[config.mk]
export PLATFORM = sky130hd
export DESIGN_NAME = sflash_irq_ctrl
export DESIGN_NICKNAME = d
export VERILOG_FILES = /design/src/rtl/sflash_irq_ctrl.sv
export SDC_FILE = /design/constraint.sdc
export NUM_CORES = 1
export LEC_CHECK = 0
export BUFFER_PORTS_ARGS = -buffer_cell sky130_fd_sc_hd__buf_4
export CAP_MARGIN = 20
export CELL_PAD_IN_SITES_DETAIL_PLACEMENT = 1
export CELL_PAD_IN_SITES_GLOBAL_PLACEMENT = 1
export CORE_MARGIN = 5
export CORE_UTILIZATION = 31
export DETAILED_ROUTE_END_ITERATION = 10
export PLACE_DENSITY = 0.91
export SLEW_MARGIN = 20
export SYNTH_ARGS = -nofsm -noshare
export SYNTH_HDL_FRONTEND = slang
export SYNTH_SLANG_ARGS = --single-unit
[constraint.sdc]
create_clock -name clk -period 2.2 [get_ports clk]
set_input_delay 0.22 -clock clk [delete_from_list [all_inputs] [get_ports clk]]
set_output_delay 0.22 -clock clk [all_outputs]
set_load 0.01 [all_outputs]
[src/rtl/sflash_irq_ctrl.sv]
module sflash_irq_ctrl #(
  parameter int DEPTH = 64,
  localparam int LW = $clog2(DEPTH + 1)
) (
  input  logic          clk,
  input  logic          rst_n,
  input  logic          wr_en,
  input  logic [7:0]    addr,
  input  logic [31:0]   wdata,
  output logic [31:0]   rdata,
  input  logic [LW-1:0] tx_level,
  input  logic [LW-1:0] rx_level,
  input  logic          rx_push,
  input  logic          tx_pull,
  input  logic          xfer_active,
  output logic          irq
);
  localparam logic [7:0] A_STAT = 8'h04, A_ENA = 8'h08, A_DIS = 8'h0C,
                         A_MASK = 8'h10, A_TTHR = 8'h28, A_RTHR = 8'h2C;
  localparam logic [6:0] VALID = 7'b111_1101;
  localparam logic [LW-1:0] FULL = LW'(DEPTH);

  logic [LW-1:0] tthr_q, rthr_q;
  logic [6:0]    mask_q, status;
  logic          ovf_q, unf_q;
  logic          ovf_ev, unf_ev;

  assign ovf_ev = rx_push && (rx_level == FULL);
  assign unf_ev = tx_pull && xfer_active && (tx_level == '0);

  assign status = {unf_q, rx_level == FULL, rx_level >= rthr_q,
                   tx_level == FULL, tx_level < tthr_q, 1'b0, ovf_q};

  always_ff @(posedge clk) begin
    if (!rst_n) begin
      ovf_q  <= 1'b0;
      unf_q  <= 1'b0;
      mask_q <= '0;
      tthr_q <= LW'(1);
      rthr_q <= LW'(1);
      irq    <= 1'b0;
    end else begin
      ovf_q <= ovf_ev | (ovf_q & ~(wr_en && addr == A_STAT && wdata[0]));
      unf_q <= unf_ev | (unf_q & ~(wr_en && addr == A_STAT && wdata[6]));
      if (wr_en && addr == A_ENA) mask_q <= mask_q | (wdata[6:0] & VALID);
      if (wr_en && addr == A_DIS) mask_q <= mask_q & ~wdata[6:0];
      if (wr_en && addr == A_TTHR) tthr_q <= wdata[LW-1:0];
      if (wr_en && addr == A_RTHR) rthr_q <= wdata[LW-1:0];
      irq <= |(status & mask_q);
    end
  end

  always_comb begin
    rdata = '0;
    case (addr)
      A_STAT: rdata[6:0]    = status;
      A_MASK: rdata[6:0]    = mask_q;
      A_TTHR: rdata[LW-1:0] = tthr_q;
      A_RTHR: rdata[LW-1:0] = rthr_q;
      default: rdata = '0;
    endcase
  end
endmodule

# --- Word-level counts from Yosys, hierarchy flattened ---
# Cells that the tools add are included.
word_totals:
  ff_bits: 24
  wordCells: 42
  inputBits: 60
  output_inout_bits: 33
op_classes:
  bitwise_logic: 10
  mux: 3
  n_lt_le_gt_ge: 2
  n_reduce_logical: 13
  eq_ne: 8
op_table:
  columns: ["cell", "n"]
  rows:
  - ["case mux 7 bit (4 select lines)", 1]
  - ["equality test 8 x 4 -> 1 bit, second input constant", 2]
  - ["equality test 8 x 6 -> 1 bit, second input constant", 2]
  - ["AND 7 bit", 2]
  - ["equality test 7 bit, second input constant", 2]
  - ["2-to-1 mux 7 bit", 2]
  - ["logical AND 1 bit", 10]
  - ["equality test 8 x 3 -> 1 bit, second input constant", 1]
  - ["equality test 8 x 5 -> 1 bit, second input constant", 1]
  - [">= comparator 7 bit", 1]
  - ["zero test 7 bit", 1]
  - ["less-than comparator 7 bit", 1]
  - ["inverter 7 bit", 1]
  - ["OR 7 bit", 1]
  - ["OR reduction 7 bit", 1]
  - ["AND 1 bit", 2]
  - ["inverter 1 bit", 2]
  - ["OR 1 bit", 2]
  - ["nonzero test 2 bit", 1]

# --- Depth between registers and ports, before layout ---
# Gate-level depths: netlist (run 1).
logic_depth:
  depth_word: 6
  depth_mapped: 7
  ltp_nobuf: 7

# --- Worst setup path after synthesis (run 1) ---
# OpenSTA, ideal clock, no wires.
synth_path:
  path_type: "in2out"
  startpoint: "input port addr[7]"
  endpoint: "output port rdata[0]"
  path_buffers: 0
  required_time_ps: 1980
  stages: 3
  setup_slack_ps: 425
  arrival_time_ps: 1555
  path_cell_list: "or4_4 or3_1 o21ai_0"
synth_between:
  elab_chain_len: 2
  elab_cells_between_ends: 5
synth_lines:
  columns: ["element", "line", "source"]
  rows:
  - ["from (decl)", "8", "input logic [7:0] addr,"]
  - ["equality test 8 x 6 -> 1 bit (tied with other cells)", "55", "case (addr)"]
  - ["case mux 7 bit (4 select lines) *", "55", null]
  - ["to (decl)", "10", "output logic [31:0] rdata,"]
# Every way passes the cells marked *; elsewhere a longest branch is shown, timed or not.

# --- Worst setup path in the final report (run 1) ---
layout_path:
  startpoint: "register tthr_q[4]"
  endpoint: "output port rdata[2]"
layout_between:
  elab_chain_len: 2
layout_lines:
  columns: ["element", "line", "source"]
  rows:
  - ["from (decl)", "23", "logic [LW-1:0] tthr_q, rthr_q;"]
  - ["from (signal assigned)", "47", "if (wr_en && addr == A_TTHR) tthr_q <= wdata[LW-1:0];"]
  - ["less-than comparator 7 bit", "32", "tx_level == FULL, tx_level < tthr_q, 1'b0, ovf_q};"]
  - ["case mux 7 bit (4 select lines)", "55", null]
# No other way between the ends.

==> summary.md, run 1 <==
| Metric | Value |
|---|---|
| Initial core utilization | a little under a third |
| DR pass1 iterations | 4 |
| Worst Hold Class | in2reg |
| Detail Placement HPWL | roughly 4000 um |
| Fmax | ~470 MHz |
| Sequential element share of the synthesized area | between 20% and 30% |
| CTS clock-pin slew for the worst setup and hold paths | about 90 ps |
| Clock Skew | 6.57 ps |
| Htree depth | 1 |
| Met3 WL | around 240 um |
| Crit path max fanout | 3 |
| WL/cell | around 16 um |
| Setup crit end kind | output port |
| Worst path cell trace | inv_1 -> ha_1 -> a21o_1 -> a211o_1 -> o22ai_2 -> a221o_1 -> buf_4 |
| Syn Std Cell Area | about 0.0017 mm2 |
| Initial antenna violation count | 0 |
| Worst Setup Start Kind | flip-flop |
| Worst IR Drop VDD | around 0.21 mV |
| Die width | around 84 um |
| Largest net degree at the start of global routing | 22 |
| Routed wl met2 | 2560 um |
| P_int | around 740 uW |
| Sequential share of power | 44.8% |
| Vias in the first global route | approximately 1700 |
| Area grow syn2layout | 25.2% |
| DRC | 0 |
| Max Root-Sink Buffers | 2 |
| Sw frac | a little under a quarter |
| Total power | a little under 1000 uW |
| DR top layer | met4 |
| Via count | 1547 |
| GP Congestion | 0.787 |
| Ant diodes | 0 |
| First-pass GRT wire length | 7840 um |
| Commonest non-fill, non-tap cell in the layout | buf_4 |
| Cells after Synth | 194 |
| Fin. Hold Viols | 0 |
| Min Tclk post-route | between 2000 and 2500 ps |
| Syn. warnings | 0 |
| Max_slew headroom | around 66% |
| Setup violators final | 0 |
| Mapped Avg Cell Area | around 8.8 um2 |
| Maxcap violations | 0 |
| CTS tree | yes |
| Number of synthesized flops with an enable pin | 0 |
| Synthesis-stage register bit count | 24 |
| Outcome | finished, final reports clean |
| Skew-Pair Late Insertion Delay | around 270 ps |
| Top FF cell, synth | dfxtp_1 |
| DR vias/cell | between 4 and 5 |
| Combinational group share of total power | between 10% and 20% |
| Share of layout cells above drive strength 1 | a little over a quarter |
| Port Buffers | between 40 and 50 |
| Net Switching | 228 uW |
| Slew @ Worst Pin | about 500 ps |
| Post-DRT Antenna Nets | 0 |
| Ys async rst share | 0% |
| Crit path DAT | ~1900 ps |
| CP delay by family, top | compound AO/OA/AOI/OAI gates |
| Fin util | approximately 40% |
| Critical path's slowest cell | dfxtp_2 |
| # fillers | ~660 |
| Hold_buf cts | 0 |
| Slew Viols, Final | 0 |
| Die height | 84.1 um |
| Num CTS Buffers | 3 |
| Power Dens Cells | ~460 mW/mm2 |
| Leak Pwr | 0.000981 uW |
| Core ar. | 0.00541 mm2 |
| Total track usage | around an eighth |
| M1 WL | about 2100 um |
| Total grt overflow | 0 |
| Iter 0 DRT Violations | 67 |
| Clock group share of total power | approximately 40% |
| Clock net sink count | 24 |
| Rows | 27 |
| Fin crit share | a little over nine tenths |
| Final Net Count | 315 |
| Post-synthesis cell type count | 40 |
| Die ar. | 0.00707 mm2 |
| Ports | 93 |
| Most frequent cells in the layout | buf_4, conb_1, dfxtp_1, mux2i_1 |
| CP max stage delay | approximately 360 ps |
| Clock root cell | clkbuf_8 |
| DRT Wirelength | between 4000 and 5000 um |
| Crit path buffers/inverters | 2 |
| Required time worst endpoint | approximately 2000 ps |
| Critical path class | reg2out |
[synthesized netlist by cell type (2+ instances only)]
cell type  count  area share, %
a21o_1         2           0.88
a21oi_1       11            3.2
a22oi_1        6            2.6
a311oi_1       6            3.1
a31oi_1        2           0.74
and3_1         2           0.74
buf_2          2           0.59
buf_4         25             11
clkbuf_1       3           0.66
dfxtp_1       24             28
ha_1          13            9.6
inv_1         14            3.1
mux2i_1       20             12
nand2_1        8            1.8
nand2b_1       3            1.1
nand3_1        5            1.5
nand3b_1       2           0.88
nand4_1        4            1.5
nor2_1        14            3.1
nor3_4         2            1.9
o21ai_0        7            2.1
[worst reg2reg max path: cells and delay by family, from the launching register on]
| kind | cells | cell delay [ps] |
|---|---|---|
| simple gates | 1 | 220 |
| flops | 1 | 370 |
| buf+inv | 1 | 50 |
| compound gates | 4 | 730 |
| fa+ha+maj | 1 | 280 |
[layout make-up]
cell class | count | area [um2] | share of cell area (%)
multi-input cells | 148 | 1050 | 49.2
flip-flops and latches | 24 | 484 | 22.7
repair buffers | 51 | 383 | 18.0
well taps | 72 | 90.1 | 4.23
inverters | 14 | 52.6 | 2.47
clock buffers | 3 | 41.3 | 1.94
clock inverters | 1 | 30.0 | 1.41
[stage by stage]
step	TNS [ps]	cell area (um2)	setup slack (ps)	hold WS, ps	instances
after floorplan	0	1790	425	282	218
after global placement	0	2020	159	421	307
after detailed placement	0	2020	114	441	307
after CTS	0	2100	36.5	152	311
after global routing	-12.1	2130	-12.1	151	313
final	0	2130	60.8	154	313
[power groups by stage]
stage               Clock [uW]  Combinational [uW]  Sequential [uW]
floorplan                    0                99.8              445
global placement             0                 141              445
detailed placement           0                 148              445
CTS                        391                 150              435
global route               409                 168              435
finish                     384                 153              435
[metal layers]
metal,vias to the layer above,track usage (%)
met1,749,15.4
met2,47,24.5
met3,4,3.06
met4,0,3.36
met5,-,0
li1,747,-
[what timing repair did]
item	4_1_cts	5_1_grt
buffers inserted	0	2
pin swaps	0	2
setup endpoints to repair	1	4
gates resized for setup	1	5
endpoints found under the hold margin	0	0
[cells by family (layout without fill, tap and decap cells)]
logic type,count (synthesis),in the layout,synth area share [%]
flops,24,24,28.3
fa+ha+maj,13,13,9.57
simple gates,51,51,18.6
mux,20,20,11.8
compound gates,39,39,15.3
other cells,1,25,0.221
buf+inv,46,69,16.3
[path summary, 6_finish.rpt]
kind / startpoint / end / slack [ps] / cells after the start
setup / recovery: tthr_q[4] / rdata[2] / 60 / 7
hold / removal: wdata[1] / mask_q[1] / 150 / 2
setup reg to reg: rthr_q[2] / irq / 440 / 7
hold reg to reg: mask_q[1] / mask_q[1] / 460 / 2
No activity file was read; power rests on OpenSTA's default activity.
==> inputs of run 2 (changes only) <==
- CELL_PAD_IN_SITES_DETAIL_PLACEMENT: 1 -> 0
- CELL_PAD_IN_SITES_GLOBAL_PLACEMENT: 1 -> 2
- CORE_UTILIZATION: 31 -> 24
- PLACE_DENSITY: 0.91 -> 0.92
==> run 2 against run 1 <==
Count of clock-buffer cells in the layout stayed put. Utilization is 8.4 points lower. Final area is 0.47% lower. Cell count is 7.3% higher. Sequential share of layout area hardly changed. Total power is 14% lower. Routed wire length is 7.3% lower. Global-route usage is 3.3 points lower. First-iteration DRC count is 120% higher. Die area is 26% higher. Critical path type unchanged. Largest cell class unchanged. Largest power group unchanged.
==> summary.md, run 2 (synthesis results as in run 1) <==
| Metric | Value |
|---|---|
| WL/cell | roughly 13 um |
| Outcome | finished, final reports clean |
| First-pass GRT wire length | 6960 um |
| GP Congestion | 0.762 |
| Setup crit end kind | output port |
| Required time worst endpoint | 1980 ps |
| Crit path max fanout | 3 |
| Detail Placement HPWL | roughly 3700 um |
| Total grt overflow | 0 |
| Setup bufs post-CTS | 0 |
| Post-CTS sizing | 1 |
| Ant diodes | 0 |
| Worst path cell trace | inv_1 -> ha_1 -> a21o_1 -> a31oi_1 -> o21ai_0 -> a22oi_1 -> o21ai_1 -> buf_4 |
| Unrepaired setup endpoints after global routing | no |
| Hold_buf cts | 0 |
| Inst Count DP | 333 |
| Port Buffers | 42 |
| Most frequent cells in the layout | buf_4, conb_1, dfxtp_1, mux2i_1 |
| DRT Wirelength | between 4000 and 5000 um |
| # fillers | 761 |
| Die width | 94.2 um |
| DRC | 0 |
| Post-DRT Antenna Nets | 0 |
| DR vias/cell | roughly 4.3 |
| Fin util | 31.0% |
| Slew @ Worst Pin | around 500 ps |
| Worst IR Drop VDD | ~0.21 mV |
| Area grow syn2layout | 24.7% |
| Maxcap violations | 0 |
| CTS clock-pin slew for the worst setup and hold paths | around 80 ps |
| Fmax | ~480 MHz |
| Total track usage | between 10% and 20% |
| Crit path DAT | about 1900 ps |
| Rows | 30 |
| Vias in the first global route | between 1000 and 1500 |
| CP max stage delay | ~400 ps |
| Initial core utilization | between 20% and 30% |
| Via count | 1453 |
| Die height | 94.2 um |
| Critical path's slowest cell | dfxtp_1 |
| Setup violators final | 0 |
| Worst Hold Class | in2reg |
| Min Tclk post-route | between 2000 and 2500 ps |
| CTS tree | yes |
| Fin crit share | 94.4% |
| Power Dens Cells | 395 mW/mm2 |
| Htree depth | 1 |
| Fin cells | approximately 340 |
| Share of layout cells above drive strength 1 | about a quarter |
| Worst Setup Start Kind | flip-flop |
| Max_slew headroom | between 60% and 70% |
| DP Area | around 0.0021 mm2 |
| Critical path class | reg2out |
| Clock root cell | clkbuf_8 |
| Max Root-Sink Buffers | 2 |
| Num CTS Buffers | 3 |
| Core ar. | just under 0.007 mm2 |
| Commonest non-fill, non-tap cell in the layout | buf_4 |
| Iter 0 DRT Violations | 145 |
| Clock net sink count | 24 |
| Die ar. | a little under 0.009 mm2 |
| Slew Viols, Final | 0 |
| Final Net Count | around 320 |
| Ports | a little over 90 |
| Fin. Hold Viols | 0 |
| DR pass1 iterations | 4 |
| Skew-Pair Late Insertion Delay | 260 ps |
| TNS Setup | 0 ps |
| Leak Pwr | around 0.00096 uW |
| Initial antenna violation count | 0 |
| Clock Skew | ~3.7 ps |
| Largest net degree at the start of global routing | 22 |
| Final Instance Area | around 0.0021 mm2 |
run 2: cell count changes in the layout (fill, tap and decap cells not counted), sizes merged:
cell / change
bufinv: -1
run 2: per-stage QoR:
stage | hold slack [ps] | total power (uW) | setup WS, ps
after floorplan | 282 | 545 | 425
after global placement | 419 | 588 | 148
after detailed placement | 427 | 591 | 141
after CTS | 151 | 845 | 77.5
after global routing | 154 | 883 | 22.2
final | 157 | 837 | 123
run 2: routing by layer:
layer	up-vias	share of wire, %	global-route usage [%]
met1	668	46	13.3
met4	0	0.60	3.61
met3	2	4.5	1.68
met5	-	0	0
li1	748	-	-
met2	35	49	16.1
run 2: layout make-up:
type                            count  area [um2]  area share [%]
Sequential cell                    24         483            22.8
Tap cell                           96         120            5.67
Timing Repair Buffer               51         383            18.1
Multi-Input combinational cell    148        1040            49.1
Inverter                           14        52.6            2.48
Clock buffer                        3        41.3            1.95
run 2: report_power, final:
group / switching [uW] / total [uW] / internal [uW]
Clock: 133 / 255 / 122
Combinational: 81.4 / 147 / 65.6
Sequential: 0.575 / 435 / 435
run 2: worst max-delay path, delay by kind of cell (launching register included):
kind	cells	cell delay (ps)
AO/OA/AOI/OAI	5	700
flip-flops	1	390
adder cells (fa/ha/maj)	1	280
buffers and inverters	2	220
run 2: path summary, 6_finish.rpt:
| check | start | endpoint | slack [ps] | depth (start not counted) |
|---|---|---|---|---|
| worst max-delay path | rthr_q[2] | rdata[4] | 120 | 8 |
| worst min-delay path | wdata[1] | mask_q[1] | 160 | 2 |
| worst max register to register | rthr_q[2] | irq | 430 | 7 |
| worst min register to register | mask_q[1] | mask_q[1] | 440 | 2 |
==> inputs of run 3 (changes only) <==
--- a/constraint.sdc
+++ b/constraint.sdc
@@ -3,2 +3,2 @@
 set_output_delay 0.22 -clock clk [all_outputs]
-set_load 0.01 [all_outputs]
+set_load 0.05 [all_outputs]
==> run 3 against run 2 <==
Combinational power grew 52%. Largest power group unchanged. Cell count up 1.5%. Setup slack got worse by 55 ps. Fmax is 2.6% lower. Utilization increased by 0.97 points. Global-route usage up 0.23 points. First-iteration DRC count is 4.8% higher. Clock skew rose by 1.4 ps. Sequential cell count unchanged. Critical endpoint is now rdata[2].
==> summary.md, run 3 (synthesis results as in run 1) <==
| Metric | Value |
|---|---|
| WL/cell | 13.2 um |
| Vias in the first global route | 1502 |
| Die ar. | about 0.009 mm2 |
| R2r startpoint | rthr_q[2] |
| Slew Viols, Final | 0 |
| Ports | slightly above 90 |
| Worst Hold Class | in2reg |
| DRC | 0 |
| Skew-Pair Late Insertion Delay | 270 ps |
| CTS tree | yes |
| Total power | 961 uW |
| Largest net degree at the start of global routing | 22 |
| Clock root cell | clkbuf_8 |
| Setup crit end kind | output port |
| Fmax | around 470 MHz |
| Total grt overflow | 0 |
| Iter 0 DRT Violations | approximately 150 |
| Most frequent cells in the layout | buf_4, conb_1, mux2i_1, dfxtp_1 |
| Setup violators final | 0 |
| Critical path's slowest cell | or4_4 |
| DP Area | approximately 0.0021 mm2 |
| Crit path DAT | between 1500 and 2000 ps |
| Total track usage | 10.2% |
| Critical path class | in2out |
| Core ar. | roughly 0.0068 mm2 |
| Storage cell area | 485 um2 |
| Max_slew headroom | 66.7% |
| R2R setup slack | ~490 ps |
| Cells on worst reg2reg path | 7 |
| Worst IR Drop VDD | 0.209 mV |
| CP max stage delay | 540 ps |
| Power Dens Cells | ~440 mW/mm2 |
| Crit path max fanout | 5 |
| Detail Placement HPWL | 3640 um |
| DR pass1 iterations | 4 |
| Port Buffers | 42 |
| Die height | between 90 and 100 um |
| Via count | 1512 |
| Rows | 30 |
| Ant diodes | 0 |
| Final Instance Area | ~0.0022 mm2 |
| Clock net sink count | 24 |
| Fin util | a little under a third |
| Share of layout cells above drive strength 1 | 29.0% |
| R2r endpoint | irq |
| Fin. Hold Viols | 0 |
| DRT Wirelength | roughly 4500 um |
| Area grow syn2layout | 28.6% |
| # fillers | around 740 |
| CTS clock-pin slew for the worst setup and hold paths | 80 ps |
| Hold_sp | wdata[1] |
| Required time worst endpoint | 1980 ps |
| Post-DRT Antenna Nets | 0 |
| Min Tclk post-route | ~2100 ps |
| Most frequent CP cell | buf_4 |
| WHS Endpoint | mask_q[1] |
| Htree depth | 1 |
| Worst Setup Start Kind | primary input |
| Commonest non-fill, non-tap cell in the layout | buf_4 |
| Worst path cell trace | buf_4 -> or4_4 -> nor4_2 -> and2_1 -> buf_4 -> a221o_1 -> buf_6 |
| DR vias/cell | ~4.4 |
| Unrepaired setup endpoints after global routing | no |
| Initial core utilization | between 20% and 30% |
| Leak Pwr | 0.000995 uW |
| Outcome | finished, final reports clean |
| Initial antenna violation count | 0 |
| First-pass GRT wire length | ~7000 um |
| Slew @ Worst Pin | approximately 500 ps |
| Final Net Count | roughly 320 |
| Maxcap violations | 0 |
| GP Congestion | 0.782 |
| Clock Skew | a little over 5 ps |
| Hold path depth | 2 |
| Num CTS Buffers | 3 |
| Max Root-Sink Buffers | 2 |
| Die width | roughly 94 um |
| Area of the multi-input gates | approximately 0.0011 mm2 |
| Fin crit share | a little over nine tenths |
-- run 3: worst max-delay path, delay by kind of cell --
family / cells / cell delay, ps
buffers and inverters: 3 / 450
AND/OR/NAND/NOR: 3 / 1090
AO/OA/AOI/OAI: 1 / 170
-- run 3: where the power goes --
| part | switching, uW | internal [uW] |
|---|---|---|
| Combinational | 155 | 68.7 |
| Sequential | 0.579 | 435 |
| Clock | 142 | 160 |
| Total | 298 | 663 |
-- run 3: layer usage --
layer  routed length [um]  GRT usage (%)
met5                    0              0
met1                 2040           13.6
met3                  251           2.00
met2                 2190           16.8
met4                   25           2.53
-- run 3: metrics by stage --
stage	setup slack [ps]	cells	setup TNS (ps)	hold WS (ps)
3_5_place_dp	-34.5	335	-40.5	423
6_report	68.0	341	0	150
2_1_floorplan	-24.6	218	-123	282
3_3_place_gp	-11.4	335	-11.4	419
4_1_cts	13.3	339	0	144
5_1_grt	2.35	341	0	140
-- run 3: timing repair --
action,CTS,global route
endpoints found under the setup margin,3,2
hold buffers,0,0
setup buffers,0,2
pin swaps,0,3
gates resized for setup,3,6
-- run 3: layout make-up --
type | instances | area share, %
timing repair buffer | 55 | 19.2
sequential | 24 | 22.2
tap | 96 | 5.50
inverter | 14 | 2.40
multi-input combinational | 148 | 48.1
clock buffer | 4 | 2.52
-- run 3: worst max-delay path by stage --
| stage | start | end | slack (ps) | cells past startpoint |
|---|---|---|---|---|
| 2_1_floorplan | addr[7] | rdata[0] | -20 | 3 |
| 3_3_place_gp | addr[7] | rdata[2] | -10 | 7 |
| 3_5_place_dp | addr[7] | rdata[2] | -30 | 7 |
| 4_1_cts | tthr_q[4] | rdata[2] | 10 | 7 |
| 5_1_grt | addr[7] | rdata[3] | 2 | 8 |
| 6_report | addr[7] | rdata[2] | 70 | 7 |
